[src/rtl/ptp_rx_stamper_pkg.sv]
// Shared constants and types for the PTP receive timestamp inserter.
// Assumes untagged Ethernet frames with the PTP header right after the EtherType.
package ptp_rx_stamper_pkg;
    localparam logic [15:0] PTP_ETYPE   = 16'h88F7;
    localparam int          ETYPE_POS   = 12;   // first EtherType byte
    localparam int          MTYPE_POS   = 14;   // first PTP header byte
    localparam int          STAMP_POS   = 30;   // PTP header byte 16
    localparam int          STAMP_BYTES = 4;
    localparam int          EVT_TYPES   = 4;
    localparam longint      NS_PER_SEC  = 64'd1000000000;

    typedef enum logic [1:0] {
        INS_OFF0     = 2'd0,
        INS_OFF1     = 2'd1,
        INS_RESERVED = 2'd2,
        INS_OFF3     = 2'd3
    } ins_mode_e;

    typedef logic [31:0] stamp_word_t;
endpackage

[src/rtl/ptp_rx_time_comp.sv]
// Subtracts the receive pipeline delay from the captured clock time and packs
// the result into {sec[1:0], ns[29:0]}. Purely combinational.
// Assumes ns_i < 1e9 and a delay below one second.
module ptp_rx_time_comp
    import ptp_rx_stamper_pkg::*;
#(
    parameter int SEC_W = 32,
    parameter int SUB_W = 16,
    parameter int DLY_W = 16
) (
    input  logic [SEC_W-1:0] sec_i,
    input  logic [29:0]      ns_i,
    input  logic [SUB_W-1:0] subns_i,
    input  logic [DLY_W-1:0] dly_ns_i,
    input  logic [SUB_W-1:0] dly_subns_i,
    output stamp_word_t      stamp_o
);
    localparam int FX_W = 31 + SUB_W;
    localparam logic [FX_W-1:0] SEC_FX = FX_W'(NS_PER_SEC) << SUB_W;

    logic [FX_W-1:0] now_fx, dly_fx, diff_fx;
    logic            borrow;
    logic [1:0]      sec_lo;

    // fixed-point subtraction with wrap at one second
    always_comb begin
        now_fx  = {1'b0, ns_i, subns_i};
        dly_fx  = {{(31-DLY_W){1'b0}}, dly_ns_i, dly_subns_i};
        borrow  = now_fx < dly_fx;
        diff_fx = borrow ? (now_fx + SEC_FX - dly_fx) : (now_fx - dly_fx);
        sec_lo  = sec_i[1:0] - {1'b0, borrow};
        stamp_o = {sec_lo, diff_fx[SUB_W +: 30]};
    end
endmodule

[src/rtl/ptp_rx_frame_track.sv]
// Counts valid beats within a frame, recognises the PTP EtherType, evaluates the
// message type against the event filter and flags the beats that fall in the
// reserved field. Assumes every frame starts with a beat that carries sof.
module ptp_rx_frame_track
    import ptp_rx_stamper_pkg::*;
#(
    parameter int IDX_W = 6
) (
    input  logic                 clk,
    input  logic                 rst_n,
    input  logic                 beat_valid,
    input  logic                 beat_sof,
    input  logic [7:0]           beat_data,
    input  logic [EVT_TYPES-1:0] evt_filter,
    output logic                 field_hit,
    output logic [1:0]           field_sel
);
    localparam logic [IDX_W-1:0] IDX_MAX = '1;
    localparam logic [IDX_W-1:0] ET_HI   = IDX_W'(ETYPE_POS);
    localparam logic [IDX_W-1:0] ET_LO   = IDX_W'(ETYPE_POS + 1);
    localparam logic [IDX_W-1:0] MT_IDX  = IDX_W'(MTYPE_POS);
    localparam logic [IDX_W-1:0] FLD_LO  = IDX_W'(STAMP_POS);
    localparam logic [IDX_W-1:0] FLD_HI  = IDX_W'(STAMP_POS + STAMP_BYTES - 1);

    logic [IDX_W-1:0] idx_q, cur_idx;
    logic             et_hi_q, is_ptp_q, eligible_q;
    logic             type_ok;

    // position of the current beat and filter decision for the type nibble
    always_comb begin
        cur_idx = beat_sof ? '0 : idx_q;
        type_ok = (beat_data[3:0] < 4'(EVT_TYPES)) && evt_filter[beat_data[1:0]];
    end

    // beat counter and per-frame classification state
    always_ff @(posedge clk) begin
        if (!rst_n) begin
            idx_q      <= '0;
            et_hi_q    <= 1'b0;
            is_ptp_q   <= 1'b0;
            eligible_q <= 1'b0;
        end else if (beat_valid) begin
            idx_q <= (cur_idx == IDX_MAX) ? IDX_MAX : cur_idx + 1'b1;
            if (beat_sof) begin
                et_hi_q    <= 1'b0;
                is_ptp_q   <= 1'b0;
                eligible_q <= 1'b0;
            end else begin
                if (cur_idx == ET_HI)  et_hi_q    <= (beat_data == PTP_ETYPE[15:8]);
                if (cur_idx == ET_LO)  is_ptp_q   <= et_hi_q && (beat_data == PTP_ETYPE[7:0]);
                if (cur_idx == MT_IDX) eligible_q <= is_ptp_q && type_ok;
            end
        end
    end

    // flag beats inside the reserved field of an eligible frame
    always_comb begin
        field_hit = beat_valid && eligible_q && (cur_idx >= FLD_LO) && (cur_idx <= FLD_HI);
        field_sel = 2'(cur_idx - FLD_LO);
    end
endmodule

[src/rtl/ptp_rx_stamper.sv]
// PTP receive timestamp inserter: a one-cycle pipeline stage that overwrites the
// reserved field of layer-2 PTP event messages with a compensated ingress time.
// Assumes filter, bypass, mode and delay stay stable while a frame passes.
module ptp_rx_stamper
    import ptp_rx_stamper_pkg::*;
#(
    parameter int SEC_W = 32,
    parameter int SUB_W = 16,
    parameter int DLY_W = 16,
    parameter int IDX_W = 6
) (
    input  logic                 clk,
    input  logic                 rst_n,
    input  logic                 in_valid,
    input  logic [7:0]           in_data,
    input  logic                 in_sof,
    input  logic                 in_eof,
    input  logic [SEC_W-1:0]     cur_sec,
    input  logic [29:0]          cur_ns,
    input  logic [SUB_W-1:0]     cur_subns,
    input  logic [DLY_W-1:0]     rx_dly_ns,
    input  logic [SUB_W-1:0]     rx_dly_subns,
    input  logic [3:0]           evt_filter,
    input  logic                 bypass,
    input  logic [1:0]           ins_mode,
    output logic                 out_valid,
    output logic [7:0]           out_data,
    output logic                 out_sof,
    output logic                 out_eof
);
    stamp_word_t comp_stamp, stamp_q;
    logic        field_hit;
    logic [1:0]  field_sel;
    logic [7:0]  stamp_byte [STAMP_BYTES];
    logic        do_insert;

    ptp_rx_time_comp #(.SEC_W(SEC_W), .SUB_W(SUB_W), .DLY_W(DLY_W)) u_comp (
        .sec_i       (cur_sec),
        .ns_i        (cur_ns),
        .subns_i     (cur_subns),
        .dly_ns_i    (rx_dly_ns),
        .dly_subns_i (rx_dly_subns),
        .stamp_o     (comp_stamp)
    );

    ptp_rx_frame_track #(.IDX_W(IDX_W)) u_track (
        .clk        (clk),
        .rst_n      (rst_n),
        .beat_valid (in_valid),
        .beat_sof   (in_sof),
        .beat_data  (in_data),
        .evt_filter (evt_filter),
        .field_hit  (field_hit),
        .field_sel  (field_sel)
    );

    // split the stored word into bytes, most significant first
    for (genvar k = 0; k < STAMP_BYTES; k++) begin : g_bytes
        assign stamp_byte[k] = stamp_q[31 - 8*k -: 8];
    end

    // insertion gate from bypass and mode
    always_comb begin
        do_insert = field_hit && !bypass && (ins_mode_e'(ins_mode) == INS_RESERVED);
    end

    // capture the compensated time on the first beat of each frame
    always_ff @(posedge clk) begin
        if (!rst_n)                 stamp_q <= '0;
        else if (in_valid && in_sof) stamp_q <= comp_stamp;
    end

    // one-cycle output stage
    always_ff @(posedge clk) begin
        if (!rst_n) begin
            out_valid <= 1'b0;
            out_data  <= '0;
            out_sof   <= 1'b0;
            out_eof   <= 1'b0;
        end else begin
            out_valid <= in_valid;
            out_sof   <= in_valid && in_sof;
            out_eof   <= in_valid && in_eof;
            out_data  <= do_insert ? stamp_byte[field_sel] : in_data;
        end
    end
endmodule

[config.mk]
export PLATFORM = sky130hd
export DESIGN_NAME = ptp_rx_stamper
export DESIGN_NICKNAME = d
export VERILOG_FILES = /design/src/rtl/ptp_rx_stamper_pkg.sv /design/src/rtl/ptp_rx_time_comp.sv /design/src/rtl/ptp_rx_frame_track.sv /design/src/rtl/ptp_rx_stamper.sv
export SDC_FILE = /design/constraint.sdc
export NUM_CORES = 1
export LEC_CHECK = 0
export ABC_CLOCK_PERIOD_IN_PS = 5100
export CELL_PAD_IN_SITES_DETAIL_PLACEMENT = 1
export CELL_PAD_IN_SITES_GLOBAL_PLACEMENT = 1
export CORE_ASPECT_RATIO = 1.75
export CORE_MARGIN = 5
export CORE_UTILIZATION = 42
export DETAILED_ROUTE_END_ITERATION = 8
export PLACE_DENSITY_LB_ADDON = 0.1
export SLEW_MARGIN = 20
export SYNTH_ARGS = -nofsm -noshare
export SYNTH_HDL_FRONTEND = slang
export SYNTH_HIERARCHICAL = 1
export SYNTH_SLANG_ARGS = --single-unit
[constraint.sdc]
create_clock -name clk -period 5.1 [get_ports clk]
set_clock_uncertainty 0.15 [all_clocks]
set_input_delay 0.765 -clock clk [delete_from_list [all_inputs] [get_ports clk]]
set_output_delay 0.765 -clock clk [all_outputs]
set_load 0.02 [all_outputs]
After elaboration in Yosys (flattened, before gate mapping)
Index checks and enable logic that the tools add are counted.

Output and inout port bits: 11. Flip-flop bits (word level): 52. Logic and storage cells: 61. Bits of input ports: 130.

Multiplexer cells: 15. Bitwise logic cells: 1. Order comparisons: 6. Reductions and logical operators: 17. Eq/ne operators: 7. Add/subtract/negate cells: 6.

Operators by type and width (count): $sub 46x32->46 (2); $add 46x46->46 const B (1); $lt 46x32->1 (1); $mux 46 (1); $mux 8 (3); $eq 6x4->1 const B (3); $bmux 8 s2 (1); $eq 8x8->1 const B (2); $mux 6 (2); $logic_and 1x1->1 (10); $mux 1 (7); $add 6x1->6 const B (1); $eq 6x6->1 const B (1); $ge 6x5->1 const B (1); $le 6x6->1 const B (1); $reduce_and 2->1 (3); $reduce_bool 2->1 (3); $lt 4x3->1 const B (1); $ge 3x3->1 const B (1); $lt 2x3->1 const B (1); $not 2->3 (1); $bmux 1 s2 (1); $eq 2x2->1 const B (1); $sub 2x1->2 (1); other kinds (2) (2).

Longest topological paths before layout
Depth after elaboration: 7. Gate-level depth with buffers: 17. Depth with buffers taken out: 16.

Cells and area by module
The synthesis kept the hierarchy.

Modules (own cells, without submodules): ptp_rx_time_comp (area an instance 4707.0 sq um, instances 1, cells each 648, sequential area each 0.0 sq um); ptp_rx_stamper (area an instance 1714.1 sq um, instances 1, cells each 178, sequential area each 860.8 sq um); ptp_rx_frame_track (area an instance 705.7 sq um, instances 1, cells each 82, sequential area each 180.2 sq um).

Worst setup path after synthesis
No wires, ideal clock.

Path type: input to register. Start: input port rx_dly_subns[14]. End: register stamp_q[27] (netlist: stamp_byte[27]). Data arrival time: 3.519 ns. Required time: 4.874 ns. Buffers on the path: 0. Stages on the path: 15. Setup slack: 1.355 ns. Library setup time: 0.076 ns. Cell sequence: inv_1 > ha_1 > inv_1 > fa_1 > nand2b_2 > nor3_1 > o2111ai_1 > a211o_2 > a31oi_4 > a41o_2 > a221oi_1 > xor2_1 > o21ai_1 > nand2_1 > a21boi_0.

Cells in the longest elaborated chain, start to end: 2. Elaborated cells between the ends (all ways): 4. Those cells by class: 2 x add/sub; 1 x order compare; 1 x mux.

Ends and longest elaborated chain: start, declared (line ptp_rx_stamper.sv:22) `input logic [SUB_W-1:0] rx_dly_subns,`; $sub 46x32->46 / $lt 46x32->1 (equally long branches) (line ptp_rx_time_comp.sv:30, ptp_rx_time_comp.sv:29); $mux 46 (*) (line ptp_rx_time_comp.sv:30) `diff_fx = borrow ? (now_fx + SEC_FX - dly_fx) : (now_fx - dly_fx);`; via comp_stamp[27] (line ptp_rx_stamper.sv:31) `stamp_word_t comp_stamp, stamp_q;`; end signal, assigned (line ptp_rx_stamper.sv:70) `else if (in_valid && in_sof) stamp_q <= comp_stamp;`; end, declared (line ptp_rx_stamper.sv:31).

The timed path passes the listed nets; every way through them passes the cells marked *. A chain may end at the register's enable or synchronous reset.

Worst setup path in the final report
Start: input port rx_dly_subns[2]. End: register stamp_q[14] (netlist: stamp_byte[14]).

Same word-level chain as after synthesis.

==> metrics.md <==
| Metric | Value |
|---|---|
| 1st-pass router iterations | `5` |
| Fin. max-slew vios | `0` |
| Met3 GRT Util | `1.56%` |
| Die area | `19800 µm²` |
| CP Buf/Inv Count | `5` |
| Top_reg_cell synth | `dfxtp_1` |
| Final design utilization | `51.5%` |
| Maximum number of pins on one net before global-route repair | `33` |
| Routed WL | `23700 µm` |
| Final nets | `1254` |
| Drt drc | `0` |
| CTS Hold Bufs | `0` |
| Max-Cap Viols | `0` |
| WL/cell | `19.0 µm` |
| I/O Buffers | `110` |
| DR vias | `6941` |
| RSZ-0062 raised after global routing | `no` |
| Initial antenna violation count | `0` |
| I/O pin count | `141` |
| Top cells by area, synth | `dfxtp_1, ha_1, fa_1` |
| Most instantiated cells after synthesis | `nand2_1, inv_1, ha_1` |
| Number of global-route vias before repair | `7548` |
| Number of flops mapped to enable cells by yosys | `0` |
| Post-synthesis register bit count | `52` |
| Kind of critical path | `input pin to flip-flop` |
| Required time worst endpoint | `5160 ps` |
| Clk root buf | `clkbuf_16` |
| CP peak stage delay | `510 ps` |
| Busiest layer in global routing | `met2` |
| Cells along the critical path | `clkdlybuf4s50_1 > inv_1 > ha_1 > inv_1 > fa_1 > or3b_1 > nor3_1 > o2111ai_1 > nand4_1 > a31oi_1 > o21ai_0 > buf_4 > a41oi_1 > xor2_1 > o21ai_0 > buf_4 > nand2_1 > a21boi_0` |
| Final ANT Viol Nets | `0` |
| Global-route total usage across every layer | `23.8%` |
| Leading area contributor after synthesis | `dfxtp_1` |
| Initial core utilization | `42.4%` |
| Delay-heaviest family, CP | `compound AO/OA/AOI/OAI gates` |
| Seq/Total Area, Yosys | `14.6%` |
| Most common cell in the netlist | `nand2_1` |
| Worst slew pin tran | `1020 ps` |
| Core area | `16800 µm²` |
| Rows | `63` |
| Synth Cell Area | `7130 µm²` |
| Status | `complete, no violations` |
| Post-DP HPWL | `20500 µm` |
| Nature of the critical path startpoint | `input pin` |
| Mapped Cells | `908` |
| RePlAce Congestion | `0.899` |
| Layout cell share with drive strength beyond 1 | `7.78%` |
| Async S/R FF share, synth | `0%` |
| Ratio of final minimum period to clock period | `92.6%` |
| Hold Path Class | `flip-flop to flip-flop` |
| Fin Setup TNS | `0 ps` |
| Clk slew on worst S/H paths | `80 ps` |
| CTS Buf Count | `5` |
| Leak pwr | `0.00364 µW` |
| Syn_nets | `1148` |
| Met2 Use GR | `51.6%` |
| Post-CTS setup buffers | `0` |
| Max VDD drop | `199 µV` |
| Setup violators final | `0` |
| CTS tree | `yes` |
| Final Hold Vio Count | `0` |
| Crit. End Element | `flip-flop` |
| Synth Area per Inst | `7.85 µm²` |
| Share of the synthesized area in the top cell type | `14.6%` |
| Clock Latency Late Sink | `300 ps` |
| Iteration-0 DRC Markers | `242` |
| Worst path arrival time | `4790 ps` |
| Number of vias per cell | `5.59` |
| First-pass GRT wire length | `37100 µm` |
| Pwr/cell area | `186 nW/µm²` |
| Layout area overhead | `21.4%` |
| Worst-path maximum fanout | `4` |
| Tmin final | `4720 ps` |
| FMAX | `0.212 GHz` |
| Max Buffers Root-to-Sink | `2` |
| Synth warnings | `6` |
| # diodes | `0` |
| Routing usage on met1 | `20.4%` |
| H-tree lvl count | `2` |
| DIE HEIGHT | `182 µm` |
| Post-cts sizing count | `0` |
| Total congestion overflow | `0` |
| Distinct cell type count after synthesis | `89` |
| Slew headroom | `32.1%` |
| Critical-path top delay cell | `clkdlybuf4s50_1` |
| Die Width | `108 µm` |
| CTS Sinks | `52` |
[per-stage QoR]
stage	cell area, µm²	cells	total power, µW	hold WS, ps	setup slack (ps)
after floorplan	7130	908	953	281	1360
after global placement	8500	1234	1250	291	186
after detailed placement	8500	1234	1260	307	88.6
after CTS	8650	1242	1620	318	313
after global routing	8650	1242	1700	342	276
final	8650	1242	1610	318	376
[path summary, 6_finish.rpt]
path | start | endpoint | slack (ps) | cells after the start
setup / recovery | rx_dly_subns[2] | stamp_byte[14] | 380 | 18
hold / removal | stamp_byte[20] | stamp_byte[20] | 320 | 2
setup reg to reg | u_track/idx_q[1] | out_data[2] | 2330 | 8
hold reg to reg | stamp_byte[20] | stamp_byte[20] | 320 | 2
[layer usage]
| metal | routed length, µm | vias to the layer above |
|---|---|---|
| li1 | - | 3400 |
| met1 | 7710 | 3365 |
| met2 | 14200 | 133 |
| met3 | 606 | 43 |
| met4 | 1110 | 0 |
| met5 | 0 | - |
[cells in the final DEF, fill, tap and decap left out, types with 27 or more instances in the layout]
master           synthesis  routed
nand2_1                123     123
clkdlybuf4s50_1          0     110
inv_1                  100     100
ha_1                    83      83
dfxtp_1                 52      52
a21oi_1                 50      50
nor2_1                  44      44
o21ai_0                 44      44
a21boi_0                36      36
xnor2_1                 36      36
fa_1                    27      27
[kinds of logic (layout without fill, tap and decap cells)]
| logic type | count (synthesis) | after routing | synth area share, % |
|---|---|---|---|
| XOR/XNOR | 48 | 48 | 5.90 |
| flip-flops | 52 | 52 | 14.6 |
| buffers and inverters | 136 | 243 | 7.99 |
| AND/OR/NAND/NOR | 294 | 294 | 20.7 |
| AO/OA/AOI/OAI | 254 | 254 | 25.1 |
| adder cells (fa/ha/maj) | 110 | 110 | 22.2 |
| multiplexers | 14 | 14 | 3.55 |
[tightest hold or removal path, stage by stage (launching register included)]
cell and delay (ps):
dfxtp_1 310, nand2_1 50, a21boi_0 60
[layout make-up]
class / instances / area (µm²)
clock buffer: 5 / 125
clock inverter: 3 / 25.0
fill: 2083 / 8140
inverter: 101 / 379
multi-input combinational: 720 / 5520
sequential: 52 / 1040
tap: 227 / 284
timing repair buffer: 134 / 1280
[power breakdown]
| group | switching, µW | internal, µW | total [µW] |
|---|---|---|---|
| logic | 451 | 358 | 809 |
| registers | 12.3 | 427 | 440 |
| clock network | 172 | 186 | 358 |
[registers in the layout, indices dropped and copies added (netlist names)]
register / count
out_valid: 1
u_track/idx_q: 6
stamp_byte: 32
out_sof: 1
u_track/et_hi_q: 1
u_track/is_ptp_q: 1
u_track/eligible_q: 1
out_data: 8
out_eof: 1
No activity file was read; power rests on OpenSTA's default activity.
